==> src/rtl/lp_rtc_pkg.sv <==
package lp_rtc_pkg;
  // register indices (addr[4:2])
  localparam logic [2:0] RG_SEC  = 3'd0;
  localparam logic [2:0] RG_FRAC = 3'd1;
  localparam logic [2:0] RG_ASEC = 3'd2;
  localparam logic [2:0] RG_AFRC = 3'd3;
  localparam logic [2:0] RG_CTRL = 3'd4;
  localparam logic [2:0] RG_STAT = 3'd5;
  localparam logic [2:0] RG_IEN  = 3'd6;

  // status / enable bit positions
  localparam int B_BUSY = 10;
  localparam int B_RDY  = 9;
  localparam int B_DONE = 8;
  localparam int B_ERR  = 7;
  localparam int B_ALM  = 4;
  localparam int B_NV   = 1;
  localparam int B_SV   = 0;
  localparam int B_RUN  = 3;

  localparam logic [31:0] IEN_MASK = (32'd1 << B_RDY) | (32'd1 << B_DONE)
                                   | (32'd1 << B_ERR) | (32'd1 << B_ALM);

  function automatic logic is_handshaked(input logic [2:0] idx);
    return (idx <= RG_STAT);
  endfunction

  function automatic logic irq_of(input logic [31:0] st, input logic [31:0] en);
    return |(st & en & IEN_MASK);
  endfunction
endpackage

==> src/rtl/lp_rtc_sync.sv <==
module lp_rtc_sync #(
  parameter int DW = 32,
  parameter int AW = 3
) (
  input  logic          clk,
  input  logic          rst_n,
  input  logic          tick,
  input  logic          req,
  input  logic [AW-1:0] req_idx,
  input  logic [DW-1:0] req_data,
  output logic          busy,
  output logic          apply_stb,
  output logic          drop_stb,
  output logic [AW-1:0] ap_idx,
  output logic [DW-1:0] ap_data
);
  assign apply_stb = busy && tick;
  assign drop_stb  = busy && req;

  always_ff @(posedge clk or negedge rst_n) begin
    if (!rst_n) begin
      busy    <= 1'b0;
      ap_idx  <= '0;
      ap_data <= '0;
    end else if (apply_stb) begin
      busy <= 1'b0;
    end else if (req && !busy) begin
      busy    <= 1'b1;
      ap_idx  <= req_idx;
      ap_data <= req_data;
    end
  end
endmodule

==> src/rtl/lp_rtc_counter.sv <==
module lp_rtc_counter #(
  parameter int SEC_W  = 32,
  parameter int FRAC_W = 15,
  localparam int CNT_W = SEC_W + FRAC_W
) (
  input  logic             clk,
  input  logic             rst_n,
  input  logic             tick,
  input  logic             run_en,
  input  logic             load_sec,
  input  logic             load_frac,
  input  logic [SEC_W-1:0] load_val,
  input  logic [SEC_W-1:0] alarm_sec,
  output logic [CNT_W-1:0] cnt,
  output logic             written,
  output logic             alarm_hit
);
  localparam logic [SEC_W-1:0] NO_ALARM = '1;

  function automatic logic [CNT_W-1:0] advance(input logic [CNT_W-1:0] c);
    return c + CNT_W'(1);
  endfunction

  always_ff @(posedge clk or negedge rst_n) begin
    if (!rst_n) begin
      cnt     <= '0;
      written <= 1'b0;
    end else if (load_sec) begin
      cnt[CNT_W-1:FRAC_W] <= load_val;
      written             <= 1'b1;
    end else if (load_frac) begin
      cnt[FRAC_W-1:0] <= load_val[FRAC_W-1:0];
      written         <= 1'b1;
    end else if (tick && run_en && written) begin
      cnt <= advance(cnt);
    end
  end

  assign alarm_hit = (alarm_sec != NO_ALARM) && (cnt[CNT_W-1:FRAC_W] == alarm_sec);
endmodule

==> src/rtl/lp_rtc.sv <==
module lp_rtc
  import lp_rtc_pkg::*;
#(
  parameter int SEC_W  = 32,
  parameter int FRAC_W = 15
) (
  input  logic        clk,
  input  logic        rst_n,
  input  logic        tick,
  input  logic        wr_en,
  input  logic        rd_en,
  input  logic [4:0]  addr,
  input  logic [31:0] wdata,
  output logic [31:0] rdata,
  output logic        irq
);
  localparam int CNT_W = SEC_W + FRAC_W;

  logic [2:0]       idx;
  logic             hs_req, busy, apply_stb, drop_stb;
  logic [2:0]       ap_idx;
  logic [31:0]      ap_data;
  logic [CNT_W-1:0] cnt;
  logic             written, alarm_hit;
  logic [SEC_W-1:0] alarm_sec;
  logic [FRAC_W-1:0] alarm_frac;
  logic             run_q;
  logic             wc, we_flag, af, nv, sv;
  logic [31:0]      ien;
  logic [31:0]      status;
  logic             ap_sec, ap_frac, ap_asec, ap_afrc, ap_ctrl, ap_stat;
  logic             stat_rd;

  assign idx     = addr[4:2];
  assign hs_req  = wr_en && is_handshaked(idx);
  assign stat_rd = rd_en && (idx == RG_STAT);

  lp_rtc_sync #(.DW(32), .AW(3)) u_sync (
    .clk(clk), .rst_n(rst_n), .tick(tick),
    .req(hs_req), .req_idx(idx), .req_data(wdata),
    .busy(busy), .apply_stb(apply_stb), .drop_stb(drop_stb),
    .ap_idx(ap_idx), .ap_data(ap_data)
  );

  assign ap_sec  = apply_stb && (ap_idx == RG_SEC);
  assign ap_frac = apply_stb && (ap_idx == RG_FRAC);
  assign ap_asec = apply_stb && (ap_idx == RG_ASEC);
  assign ap_afrc = apply_stb && (ap_idx == RG_AFRC);
  assign ap_ctrl = apply_stb && (ap_idx == RG_CTRL);
  assign ap_stat = apply_stb && (ap_idx == RG_STAT);

  lp_rtc_counter #(.SEC_W(SEC_W), .FRAC_W(FRAC_W)) u_cnt (
    .clk(clk), .rst_n(rst_n), .tick(tick), .run_en(run_q),
    .load_sec(ap_sec), .load_frac(ap_frac), .load_val(ap_data[SEC_W-1:0]),
    .alarm_sec(alarm_sec), .cnt(cnt), .written(written), .alarm_hit(alarm_hit)
  );

  // slow-path configuration registers
  always_ff @(posedge clk or negedge rst_n) begin
    if (!rst_n) begin
      alarm_sec  <= '1;
      alarm_frac <= '0;
      run_q      <= 1'b0;
    end else begin
      if (ap_asec) alarm_sec  <= ap_data[SEC_W-1:0];
      if (ap_afrc) alarm_frac <= ap_data[FRAC_W-1:0];
      if (ap_ctrl) run_q      <= ap_data[B_RUN];
    end
  end

  // interrupt enable: bus-speed path
  always_ff @(posedge clk or negedge rst_n) begin
    if (!rst_n) ien <= '0;
    else if (wr_en && idx == RG_IEN) ien <= wdata & IEN_MASK;
  end

  // sticky flags; set has priority over clear
  always_ff @(posedge clk or negedge rst_n) begin
    if (!rst_n) begin
      wc <= 1'b0; we_flag <= 1'b0; af <= 1'b0; nv <= 1'b1; sv <= 1'b0;
    end else begin
      if (apply_stb)      wc <= 1'b1;
      else if (stat_rd)   wc <= 1'b0;
      if (drop_stb)                     we_flag <= 1'b1;
      else if (ap_stat && ap_data[B_ERR]) we_flag <= 1'b0;
      if (alarm_hit)                    af <= 1'b1;
      else if (ap_stat && ap_data[B_ALM]) af <= 1'b0;
      if (ap_stat && ap_data[B_NV]) nv <= 1'b0;
      if (ap_stat && ap_data[B_SV]) sv <= 1'b0;
    end
  end

  always_comb begin
    status = '0;
    status[B_BUSY] = busy;
    status[B_RDY]  = !busy;
    status[B_DONE] = wc;
    status[B_ERR]  = we_flag;
    status[B_ALM]  = af;
    status[B_NV]   = nv;
    status[B_SV]   = sv;
  end

  always_comb begin
    rdata = '0;
    case (idx)
      RG_SEC:  if (written) rdata[SEC_W-1:0]  = cnt[CNT_W-1:FRAC_W];
      RG_FRAC: if (written) rdata[FRAC_W-1:0] = cnt[FRAC_W-1:0];
      RG_ASEC: rdata[SEC_W-1:0]  = alarm_sec;
      RG_AFRC: rdata[FRAC_W-1:0] = alarm_frac;
      RG_CTRL: rdata[B_RUN] = run_q;
      RG_STAT: rdata = status;
      RG_IEN:  rdata = ien;
      default: rdata = '0;
    endcase
  end

  assign irq = irq_of(status, ien);
endmodule

==> config.mk <==
export PLATFORM = sky130hd
export DESIGN_NAME = lp_rtc
export DESIGN_NICKNAME = d
export VERILOG_FILES = /design/src/rtl/lp_rtc_pkg.sv /design/src/rtl/lp_rtc_sync.sv /design/src/rtl/lp_rtc_counter.sv /design/src/rtl/lp_rtc.sv
export SDC_FILE = /design/constraint.sdc
export NUM_CORES = 1
export LEC_CHECK = 0
export ABC_AREA = 1
export BUFFER_PORTS_ARGS = -buffer_cell sky130_fd_sc_hd__buf_2
export CAP_MARGIN = 10
export CORE_MARGIN = 2
export CORE_UTILIZATION = 50
export CTS_CLUSTER_DIAMETER = 50
export DETAILED_ROUTE_END_ITERATION = 10
export PLACE_DENSITY = 0.74
export REMOVE_ABC_BUFFERS = 1
export SLEW_MARGIN = 20
export SYNTH_ARGS = -nofsm -noshare
export SYNTH_HDL_FRONTEND = slang
export SYNTH_SLANG_ARGS = --single-unit
==> constraint.sdc <==
create_clock -name clk -period 1.82 [get_ports clk]
set_input_delay 0.091 -clock clk [delete_from_list [all_inputs] [get_ports clk]]
set_output_delay 0.091 -clock clk [all_outputs]
set_load 0.02 [all_outputs]
[Word level (Yosys, flattened, before mapping)]
Index checks and enable logic that the tools add are counted.
Storage, ports and cells
  flip-flop bits (word level): 140
  bits in latches: 0
  memory bits (writable): 0
  memory bits (read-only): 0
  bits of input ports: 42
  output and inout bits: 33
  word-level logic and storage cells: 85
  memories kept: 0
Operators by class
  add/subtract/negate cells: 1
  multiply operators: 0
  div/mod/pow operators: 0
  order comparisons: 1
  equal/unequal tests: 14
  shifts and indexed selects: 0
  mux-type cells: 20
  bitwise logic cells: 3
  reduce and logical (&&, ||, !) cells: 32
Operators by type and width (number)
  $mux 32: 3
  $pmux 11 s6: 1
  $add 47x1->47 const B: 1
  $mux 47: 1
  $pmux 17 s2: 1
  $eq 32x32->1: 1
  $ne 32x32->1 const B: 1
  $mux 15: 2
  $logic_and 1x1->1: 18
  $eq 3x3->1 const B: 5
  $pmux 3 s5: 1
  $reduce_bool 2->1: 7
  $eq 3x2->1 const B: 4
  $and 10x10->10: 1
  $mux 1: 10
  $eq 3x1->1 const B: 2
  $logic_not 3->1: 2
  $reduce_and 2->1: 3
  $pmux 1 s5: 1
  $reduce_or 4->1: 1
  $le 3x3->1 const B: 1
  $ne 2x2->1 const B: 1
  $not 1->1: 2
  $logic_not 1->1: 1

[Depth between registers and ports, before layout]
Gate-level depths: netlist of run 1.
  depth in word-level cells: 5
  depth in mapped cells: 10
  mapped depth without buffers: 10

[Hierarchy]
A second synthesis of run 1 with hierarchy kept.
Second synthesis, totals
  cell total of the unflattened synthesis: 1254
  area total of the unflattened synthesis: 8844.7 sq um
By module, submodules not included
  lp_rtc_counter: instances 1, cells each 631, area each 4021.4 sq um, seq. area each 1201.2 sq um
  lp_rtc: instances 1, cells each 465, area each 3360.7 sq um, seq. area each 1442.6 sq um
  lp_rtc_sync: instances 1, cells each 158, area each 1462.7 sq um, seq. area each 900.9 sq um

[Worst setup path before layout of run 1]
No wires, ideal clock.
  path type: register -> output
  start point: register u_cnt.written
  end point: output port rdata[13]
  arrival: 1409 ps
  path slack: 320 ps
  cell stages (with the launch flop): 4
  buffers on the path: 1
  cells stage by stage: dfrtp_1 > buf_4 > inv_2 > o311ai_0
On the way
  word-level cells in the longest chain between the ends: 2
  elaborated cells on any way between the ends: 3
  classes of those cells: mux: 3
RTL lines
  from (decl): RTL line lp_rtc_counter.sv:15  | output logic written,
  from (signal assigned): RTL line lp_rtc_counter.sv:27  | written <= 1'b0;
  from (signal assigned): RTL line lp_rtc_counter.sv:30  | written <= 1'b1;
  from (signal assigned): RTL line lp_rtc_counter.sv:33  | written <= 1'b1;
  $mux 15 / $mux 32 (equally long branches): RTL line lp_rtc.sv:108, lp_rtc.sv:107
  $pmux 11 s6 *: RTL line lp_rtc.sv:106  | case (idx)
  to (decl): RTL line lp_rtc.sv:14  | output logic [31:0] rdata,
Mark *: on every way between the ends. The rest lies on a longest branch, timed or not.

[Worst setup path in the final report of run 1]
  start point: register u_cnt.cnt[22]
  end point: output port rdata[7]
On the way
  word-level cells in the longest chain between the ends: 2
RTL lines
  from (decl): RTL line lp_rtc_counter.sv:14  | output logic [CNT_W-1:0] cnt,
  from (signal, indexed assignment): RTL line lp_rtc_counter.sv:29  | cnt[CNT_W-1:FRAC_W] <= load_val;
  from (signal, indexed assignment): RTL line lp_rtc_counter.sv:32  | cnt[FRAC_W-1:0] <= load_val[FRAC_W-1:0];
  from (signal assigned): RTL line lp_rtc_counter.sv:35  | cnt <= advance(cnt);
  $mux 32: RTL line lp_rtc.sv:107  | RG_SEC: if (written) rdata[SEC_W-1:0] = cnt[CNT_W-1:FRAC_W];
  $pmux 11 s6: RTL line lp_rtc.sv:106
No other way between the ends.

==> impl_metrics.json, run 1 <==
{
  "status": "completed",
  "numCtsBuffers": 17,
  "h-tree-depth": 4,
  "top_layer": "met4",
  "power_density_nw_per_um2": 1461,
  "synthesis.area_um2": 8471,
  "clk_pin_slew_ns": 0.06,
  "finalSetupViolCount": 0,
  "grt_pass1_wl_um": 42550,
  "syn_to_final_growth_pct": 20.27,
  "cts_buffer_depth": 2,
  "io_pins": 75,
  "hold_class": "in -> reg",
  "p_leak_nw": 4.791,
  "slew_viol_final": 0,
  "cts.sinks": 140,
  "wl_met2_um": 11770,
  "synth_area_leaders": "dfrtp_1 32%, nand2_1 14%, dfstp_2 10%",
  "syn_area_per_cell_um2": 7.359,
  "layout_min_cycle_time_ns": 1.741,
  "start_util_pct": 51.08,
  "hold_violations": 0,
  "drtPass1Iterations": 5,
  "dr_total_vias": 8365,
  "arrival_ns": 1.65,
  "n_antenna_cell": 0,
  "ys_ff_latch": 140,
  "dp_hpwl_um": 19340,
  "layout-drive-gt1-share_pct": 17.06,
  "die_height_um": 134.2,
  "die_x_um": 134.2,
  "grt_max_degree": 65,
  "cp_max_fo": 6,
  "fp-row-count": 47,
  "cts_tree": "yes",
  "fillers": 1524,
  "overflow": 0,
  "rsz0062_at_grt": "false",
  "nets": 1308,
  "period_share_pct": 95.67,
  "track_usage_pct": 30.80,
  "maxCapViolations": 0,
  "wl_per_cell_um": 17.67,
  "grt_pass1_vias": 7798,
  "place_congestion": 1.009,
  "dr_wl_met3_um": 2283,
  "peakVddDrop_mv": 0.7385,
  "finClkSkew_ns": 0.006843,
  "fmax_ghz": 0.5743,
  "ys_seq_area_share_pct": 41.85,
  "remaining_drc_errors": 0,
  "endpoint_kind": "output port",
  "hp-start": "addr[2]",
  "timing.critical_path.from": "u_cnt.cnt[22]",
  "worstSkewPairLatency_ns": 0.43,
  "power_mw": 14.89,
  "required_ns": 1.73,
  "yosysUniqueCellTypes": 42,
  "drt-met1-wl_um": 11840,
  "routed_wl_um": 26470,
  "port_buffers": 72,
  "via_per_inst": 5.584,
  "yosysWarningCount": 0,
  "post-cts-setup-buffers": 0,
  "max_slew_margin_pct": 64.68,
  "antenna_found_initial": 0,
  "yosysTopAreaCell": "dfrtp_1",
  "hold_slack_ns": 0.01564,
  "netlist.area_leader.share_pct": 31.61,
  "syn_inst": 1151,
  "reg2reg_from": "u_cnt.cnt[1]",
  "critPathLaunchType": "flip-flop",
  "die_area_um2": 18000,
  "root_buffer": "clkbuf_16",
  "drtAntennaViolNets": 0,
  "critPathKind": "reg -> out",
  "core_um2": 16580,
  "drt_first_iter_violations": 831,
  "worstMarginPinSlew_ns": 0.5291
}
-- layout by cell type, fill, tap and decap left out, drive strengths merged, types with 11 or more instances in the layout --
master / netlist / layout
o22ai: 49 / 49
inv: 155 / 155
dfstp: 33 / 33
nor2: 132 / 132
a21oi: 38 / 38
nand2: 339 / 339
nand4: 29 / 29
a32o: 11 / 11
dfrtp: 107 / 107
xor2: 16 / 16
xnor2: 21 / 21
o21ai: 86 / 86
clkbuf: 10 / 22
nand3: 49 / 49
dlygate4sd3: 0 / 36
buf: 31 / 100
-- kinds of logic after synthesis --
| group | Yosys count | synth area share, % |
|---|---|---|
| simple gates | 557 | 29.14 |
| compound gates | 219 | 15.57 |
| buf+inv | 197 | 9.468 |
| flops | 140 | 41.85 |
| xor+xnor | 37 | 3.826 |
| fa+ha+maj | 1 | 0.1477 |
-- report_power, final --
part           internal, mW  switching [mW]  total, mW  leakage, nW
Combinational          1.96            3.14       5.10         2.85
Sequential             4.55            1.42       5.97         1.63
Clock                  2.44            1.37       3.81        0.308
Total                  8.95            5.93       14.9         4.79
-- timing repair --
| action | CTS | global route |
|---|---|---|
| hold buffers | 36 | 0 |
| gates cloned | 0 | 0 |
| gates resized for setup | 1 | 2 |
| hold endpoints to repair | 100 | 0 |
| endpoints found under the setup margin | 1 | 3 |
| pin swaps | 0 | 1 |
-- routing by layer --
metal | up-vias | GRT usage (%)
met5 | - | 0
met4 | 0 | 8.947
met3 | 46 | 5.782
met2 | 407 | 46.66
met1 | 3942 | 45.17
li1 | 3970 | -
-- state kept, by name, indices dropped and copies added, names as in the netlist --
| register | cells |
|---|---|
| af | 1 |
| alarm_frac | 15 |
| alarm_sec | 32 |
| ien | 4 |
| nv | 1 |
| run_q | 1 |
| u_cnt.cnt | 47 |
| u_cnt.written | 1 |
| u_sync.ap_data | 32 |
| u_sync.ap_idx | 3 |
| u_sync.busy | 1 |
| wc | 1 |
| we_flag | 1 |
-- area by class of cell --
cell class	count	area (um2)	area share (%)
clock inverter	10	161.4	1.584
sequential	140	3546	34.81
clock buffer	22	484.2	4.753
timing repair buffer	136	1003	9.850
inverter	156	585.6	5.748
multi-input combinational	814	4131	40.56
tap	220	275.3	2.702
-- worst max-delay path, cell delays in order, from the launching register on --
cell and delay [ns]:
dfrtp_1 0.48, inv_1 0.13, o22ai_1 0.18, nand2_1 0.07, o211ai_1 0.14, buf_2 0.22
-- final timing paths --
check / end / slack (ns) / cells past startpoint
worst min-delay path: u_sync.ap_idx[0] / 0.02 / 3
max in group asynchronous: alarm_sec[25] / 0.97 / 3
worst min register to register: nv / 0.47 / 2
worst max register to register: u_cnt.cnt[26] / 0.09 / 9
min in group asynchronous: alarm_frac[6] / 0.16 / 2
worst max-delay path: rdata[7] / 0.08 / 5
-- stage by stage --
stage          setup TNS, ns  utilization [%]  std cells  instance area, um2  setup slack (ns)
3_5_place_dp               0            55.33       1430                9176            0.1260
6_report                   0            61.43       1498               10190           0.07883
5_1_grt                    0            61.43       1498               10190         0.0006506
3_3_place_gp               0            55.33       1430                9176            0.1574
2_1_floorplan         -16.35                -       1110                8254           -0.4182
4_1_cts                    0            61.42       1498               10190           0.03489
-- cell usage after synthesis, drive strengths merged --
cell type  number
a21oi          38
a22oi           9
a31oi           2
a32o           11
and2            2
buf            31
clkbuf         10
clkinv          1
dfrtp         107
dfstp          33
ha              1
inv           155
nand2         339
nand3          49
nand4          29
nor2          132
nor3            5
nor4            1
o2111ai         2
o211ai          6
o21ai          86
o21bai          7
o221ai          2
o22ai          49
o311ai          1
o32ai           6
xnor2          21
xor2           16
No activity file was read; power rests on OpenSTA's default activity.
==> run 2: changes to the inputs <==
CTS_BUF_LIST = sky130_fd_sc_hd__clkbuf_8   (was not set)
==> impl_metrics.json, run 2 (synthesized netlist as in run 1, its figures left out) <==
{
  "start_util_pct": 51.08,
  "p_leak_nw": 4.708,
  "routed_wl_um": 26250,
  "grt_max_degree": 65,
  "status": "completed",
  "critPathKind": "reg -> out",
  "cp_top_family": "buffers and inverters",
  "layout-drive-gt1-share_pct": 17.44,
  "slowest_delay_ns": 0.38,
  "largest_reg_flops": 47,
  "clk_pin_slew_ns": 0.08,
  "peakVddDrop_mv": 0.7124,
  "regMostFlops": "u_cnt.cnt",
  "n_antenna_cell": 0,
  "port_buffers": 72,
  "finalSetupViolCount": 0,
  "remaining_drc_errors": 0,
  "antenna_found_initial": 0,
  "fp-row-count": 47,
  "crit_path_top_delay_cell": "dfrtp_1",
  "slew_viol_final": 0,
  "die_height_um": 134.2,
  "dp_slack_ns": 0.1260,
  "nets": 1309,
  "dp_hpwl_um": 19340,
  "period_share_pct": 97.70,
  "arrival_ns": 1.69,
  "hold_violations": 0,
  "wl_per_cell_um": 17.51,
  "layout_min_cycle_time_ns": 1.778,
  "endpoint_kind": "output port",
  "worstMarginPinSlew_ns": 0.5341,
  "grt_pass1_wl_um": 42210,
  "drt_first_iter_violations": 1002,
  "dr_total_vias": 8197,
  "power_density_nw_per_um2": 1391,
  "final_common_cell": "nand2_1",
  "reg2reg_slack_ns": 0.10,
  "cp_max_fo": 27,
  "numCtsBuffers": 17,
  "die_area_um2": 18000,
  "fmax_ghz": 0.5624,
  "track_usage_pct": 30.62,
  "place_congestion": 1.009,
  "cts_buffer_depth": 2,
  "drtAntennaViolNets": 0,
  "layout_setup_ws_ns": 0.04195,
  "io_pins": 75,
  "multiInputGateArea_um2": 4136,
  "final_cells": 1499,
  "drtPass1Iterations": 5,
  "die_x_um": 134.2,
  "dp_cells": 1430,
  "h-tree-depth": 4,
  "maxCapViolations": 0,
  "finClkSkew_ns": 0.009574,
  "cts.sinks": 140,
  "hold_class": "in -> reg",
  "rsz0062_at_grt": "false",
  "crit_buf_inv": 2,
  "via_per_inst": 5.468,
  "fillers": 1545,
  "crit_chain": "buf_6 > nand3_1 > o311ai_1 > buf_2",
  "layout_common_cells": "323 x nand2_1, 150 x inv_1, 108 x nor2_1, 102 x dfrtp_1, 71 x buf_2",
  "seqCellArea_um2": 3551,
  "core_um2": 16580,
  "cts_tree": "yes",
  "max_slew_margin_pct": 64.36,
  "grt_pass1_vias": 7701,
  "syn_to_final_growth_pct": 18.24,
  "overflow": 0,
  "reg_top3": "u_cnt.cnt (47), alarm_sec (32), u_sync.ap_data (32)",
  "root_buffer": "clkbuf_8",
  "critPathLaunchType": "flip-flop",
  "required_ns": 1.73,
  "worstSkewPairLatency_ns": 0.45
}
## run 2: cell count changes in the layout (fill, tap and decap cells not counted), sizes merged
cell and delta:
dlygate4sd3 +1, inv +1, clkbuf -1
## run 2: cell type report
| cell class | count | share of cell area [%] |
|---|---|---|
| Sequential cell | 140 | 35.45 |
| Inverter | 156 | 5.846 |
| Clock buffer | 21 | 2.886 |
| Timing Repair Buffer | 137 | 10.12 |
| Tap cell | 220 | 2.748 |
| Clock inverter | 11 | 1.649 |
| Multi-Input combinational cell | 814 | 41.30 |
## run 2: metal layers
metal,routed length (um),vias up,part of all wire [%],GRT usage [%]
met5,0,-,0,0
met4,514,0,2.0,8.772
met3,1995,37,7.6,5.593
met2,11610,320,44,45.66
met1,12130,3865,46,45.70
li1,-,3975,-,-
## run 2: power breakdown
part           internal (mW)  switching [mW]  total [mW]
logic                   1.96            3.12        5.08
clock network           1.63            1.25        2.88
registers               4.55            1.41        5.97
## run 2: worst paths after layout
kind,startpoint,end,cells after the start
max in group asynchronous,rst_n,alarm_sec[24],3
min reg2reg,nv,nv,2
min,addr[3],we_flag,4
max,u_cnt.written,rdata[13],4
max reg2reg,u_cnt.cnt[1],u_cnt.cnt[28],9
min in group asynchronous,rst_n,alarm_frac[6],2
## run 2: stage by stage
step                instance area [um2]  utilization (%)  power, mW  hold slack [ns]  TNS (ns)
finish                            10020            60.40      13.93          0.03557         0
global route                      10020            60.40      14.88          0.04294         0
CTS                               10000            60.33      13.87         0.002429         0
detailed placement                 9176            55.33      10.90          0.05042         0
floorplan                          8254                -      9.066          -0.2046    -16.35
global placement                   9176            55.33      10.76          0.05392         0
## run 2: worst register-to-register path, delay by kind of cell, from the launching register on
kind / cells / cell delay (ns)
flip-flops: 1 / 0.40
XOR/XNOR: 1 / 0.16
AND/OR/NAND/NOR: 7 / 0.86
adder cells (fa/ha/maj): 1 / 0.21
## run 2: timing repair
item                                    in CTS  in global routing
pin swaps                                    0                  0
hold buffers                                37                  0
endpoints found under the setup margin       1                  6
endpoints found under the hold margin      162                  0
buffers inserted                             0                  0
gates resized for setup                      2                  6
==> run 3: changes to the inputs <==
CORE_UTILIZATION = 30   (was 50)
PLACE_DENSITY = not set   (was 0.74)
==> impl_metrics.json, run 3 (synthesized netlist as in run 1, its figures left out) <==
{
  "status": "complete, but fails checks",
  "violations": "setup timing",
  "cts.sinks": 140,
  "remaining_drc_errors": 0,
  "layout_setup_ws_ns": -0.02744,
  "cp_max_fo": 9,
  "crit_path_top_delay_cell": "o311ai_2",
  "setup-tns-final_ns": -0.02744,
  "n_antenna_cell": 0,
  "dp_cells": 1596,
  "die_height_um": 172.0,
  "grt_pass1_wl_um": 44540,
  "track_usage_pct": 19.94,
  "drtPass1Iterations": 5,
  "power_mw": 14.07,
  "layout_common_cells": "322 x nand2_1, 148 x inv_1, 108 x nor2_1, 104 x dfrtp_1, 70 x buf_2",
  "period_share_pct": 101.5,
  "cts_tree": "yes",
  "fin_area_um2": 10300,
  "grt_pass1_vias": 7736,
  "via_per_inst": 4.888,
  "grtUsageMet2_pct": 31.29,
  "start_util_pct": 30.49,
  "grt_max_degree": 72,
  "reg_top3": "u_cnt.cnt (47), alarm_sec (32), u_sync.ap_data (32)",
  "hold_class": "in -> reg",
  "place_congestion": 0.9151,
  "io_pins": 75,
  "critPathLaunchType": "flip-flop",
  "critPathKind": "reg -> out",
  "hold_slack_ns": 0.04063,
  "cp.depth": 4,
  "finalSetupViolCount": 1,
  "core_um2": 27780,
  "fillers": 2987,
  "root_buffer": "clkbuf_8",
  "largest_reg_flops": 47,
  "finClkSkew_ns": 0.01424,
  "top_usage_layer": "met2",
  "numCtsBuffers": 17,
  "slowest_delay_ns": 0.40,
  "worstSkewPairLatency_ns": 0.47,
  "required_ns": 1.73,
  "slew_viol_final": 0,
  "dp_slack_ns": 0.1112,
  "r2r_end": "u_cnt.cnt[38]",
  "dr_total_vias": 8154,
  "routed_wl_um": 28830,
  "die_x_um": 172.0,
  "dp_hpwl_um": 21600,
  "worstMarginPinSlew_ns": 0.6651,
  "grt_use_met3_pct": 2.403,
  "drtAntennaViolNets": 0,
  "hold_violations": 0,
  "h-tree-depth": 4,
  "fmax_ghz": 0.5413,
  "endpoint_kind": "output port",
  "cts_buffer_depth": 2,
  "fp-row-count": 61,
  "antenna_found_initial": 0,
  "wl_per_cell_um": 17.28,
  "overflow": 0,
  "port_buffers": 72,
  "post-route-util_pct": 37.09,
  "grt_util_met1_pct": 28.27,
  "cp_top_family": "buffers and inverters",
  "clk_pin_slew_ns": 0.08,
  "multiInputGateArea_um2": 4178,
  "final_cells": 1668,
  "syn_to_final_growth_pct": 21.65,
  "layout-drive-gt1-share_pct": 18.45,
  "power_density_nw_per_um2": 1365,
  "drt_first_iter_violations": 645,
  "dpl_cell_area_um2": 9404,
  "min_to": "we_flag",
  "peakVddDrop_mv": 0.3884,
  "p_leak_nw": 4.759,
  "crit_chain": "inv_2 > o311ai_2 > buf_4 > buf_2",
  "max_slew_margin_pct": 55.66,
  "crit_buf_inv": 3,
  "reg2reg_slack_ns": 0.12,
  "rsz0062_at_grt": "true",
  "regMostFlops": "u_cnt.cnt",
  "arrival_ns": 1.76,
  "hp-start": "addr[3]",
  "die_area_um2": 29600,
  "final_common_cell": "nand2_1",
  "seqCellArea_um2": 3548,
  "nets": 1320,
  "hold_depth": 4,
  "maxCapViolations": 0,
  "reg2reg_from": "u_cnt.cnt[0]",
  "layout_min_cycle_time_ns": 1.847,
  "r2r_cells": 10
}
## run 3: changes by cell type in the layout (fill, tap and decap cells not counted), sizes merged
| cell | previous run | this run |
|---|---|---|
| clkbuf | 21 | 19 |
| clkinvlp | 3 | 4 |
| buf | 100 | 111 |
| clkinv | 4 | 5 |
## run 3: timing repair
item                                    4_1_cts  5_1_grt
hold buffers                                 37        0
pin swaps                                     0        4
endpoints found under the hold margin       148        0
endpoints found under the setup margin        3       13
setup buffers                                 1        2
resized for setup                             3       13
## run 3: worst min-delay path, stage by stage
cell and delay [ns]:
buf_2 0.13, nand2_1 0.11, nand3_1 0.09, nand2_1 0.05
## run 3: metal layers
layer  vias up  wire length [um]
met1      3847             13690
met5         -                 0
li1       4003                 -
met2       266             13050
met4         0               687
met3        38              1408
## run 3: how the worst max path moves through the flow
stage / from / end / slack, ns
2_1_floorplan: u_sync.busy / u_sync.ap_data[4] / -0.42
3_3_place_gp: u_cnt.cnt[0] / u_cnt.cnt[38] / 0.14
3_5_place_dp: u_cnt.cnt[0] / u_cnt.cnt[38] / 0.11
4_1_cts: u_cnt.written / rdata[13] / -0.05
5_1_grt: u_cnt.written / rdata[13] / -0.12
6_report: u_cnt.written / rdata[13] / -0.03
## run 3: layout make-up
cell class / instances / share of cell area, %
clock buffers: 19 / 2.538
clock inverters: 13 / 1.846
inverters: 156 / 5.682
multi-input cells: 814 / 40.54
flip-flops and latches: 140 / 34.43
well taps: 378 / 4.590
repair buffers: 148 / 10.37
## run 3: power by group
| group | switching (mW) | leakage (nW) | internal [mW] |
|---|---|---|---|
| Clock | 1.34 | 0.215 | 1.57 |
| Sequential | 1.47 | 1.63 | 4.55 |
| Combinational | 3.13 | 2.92 | 2.00 |
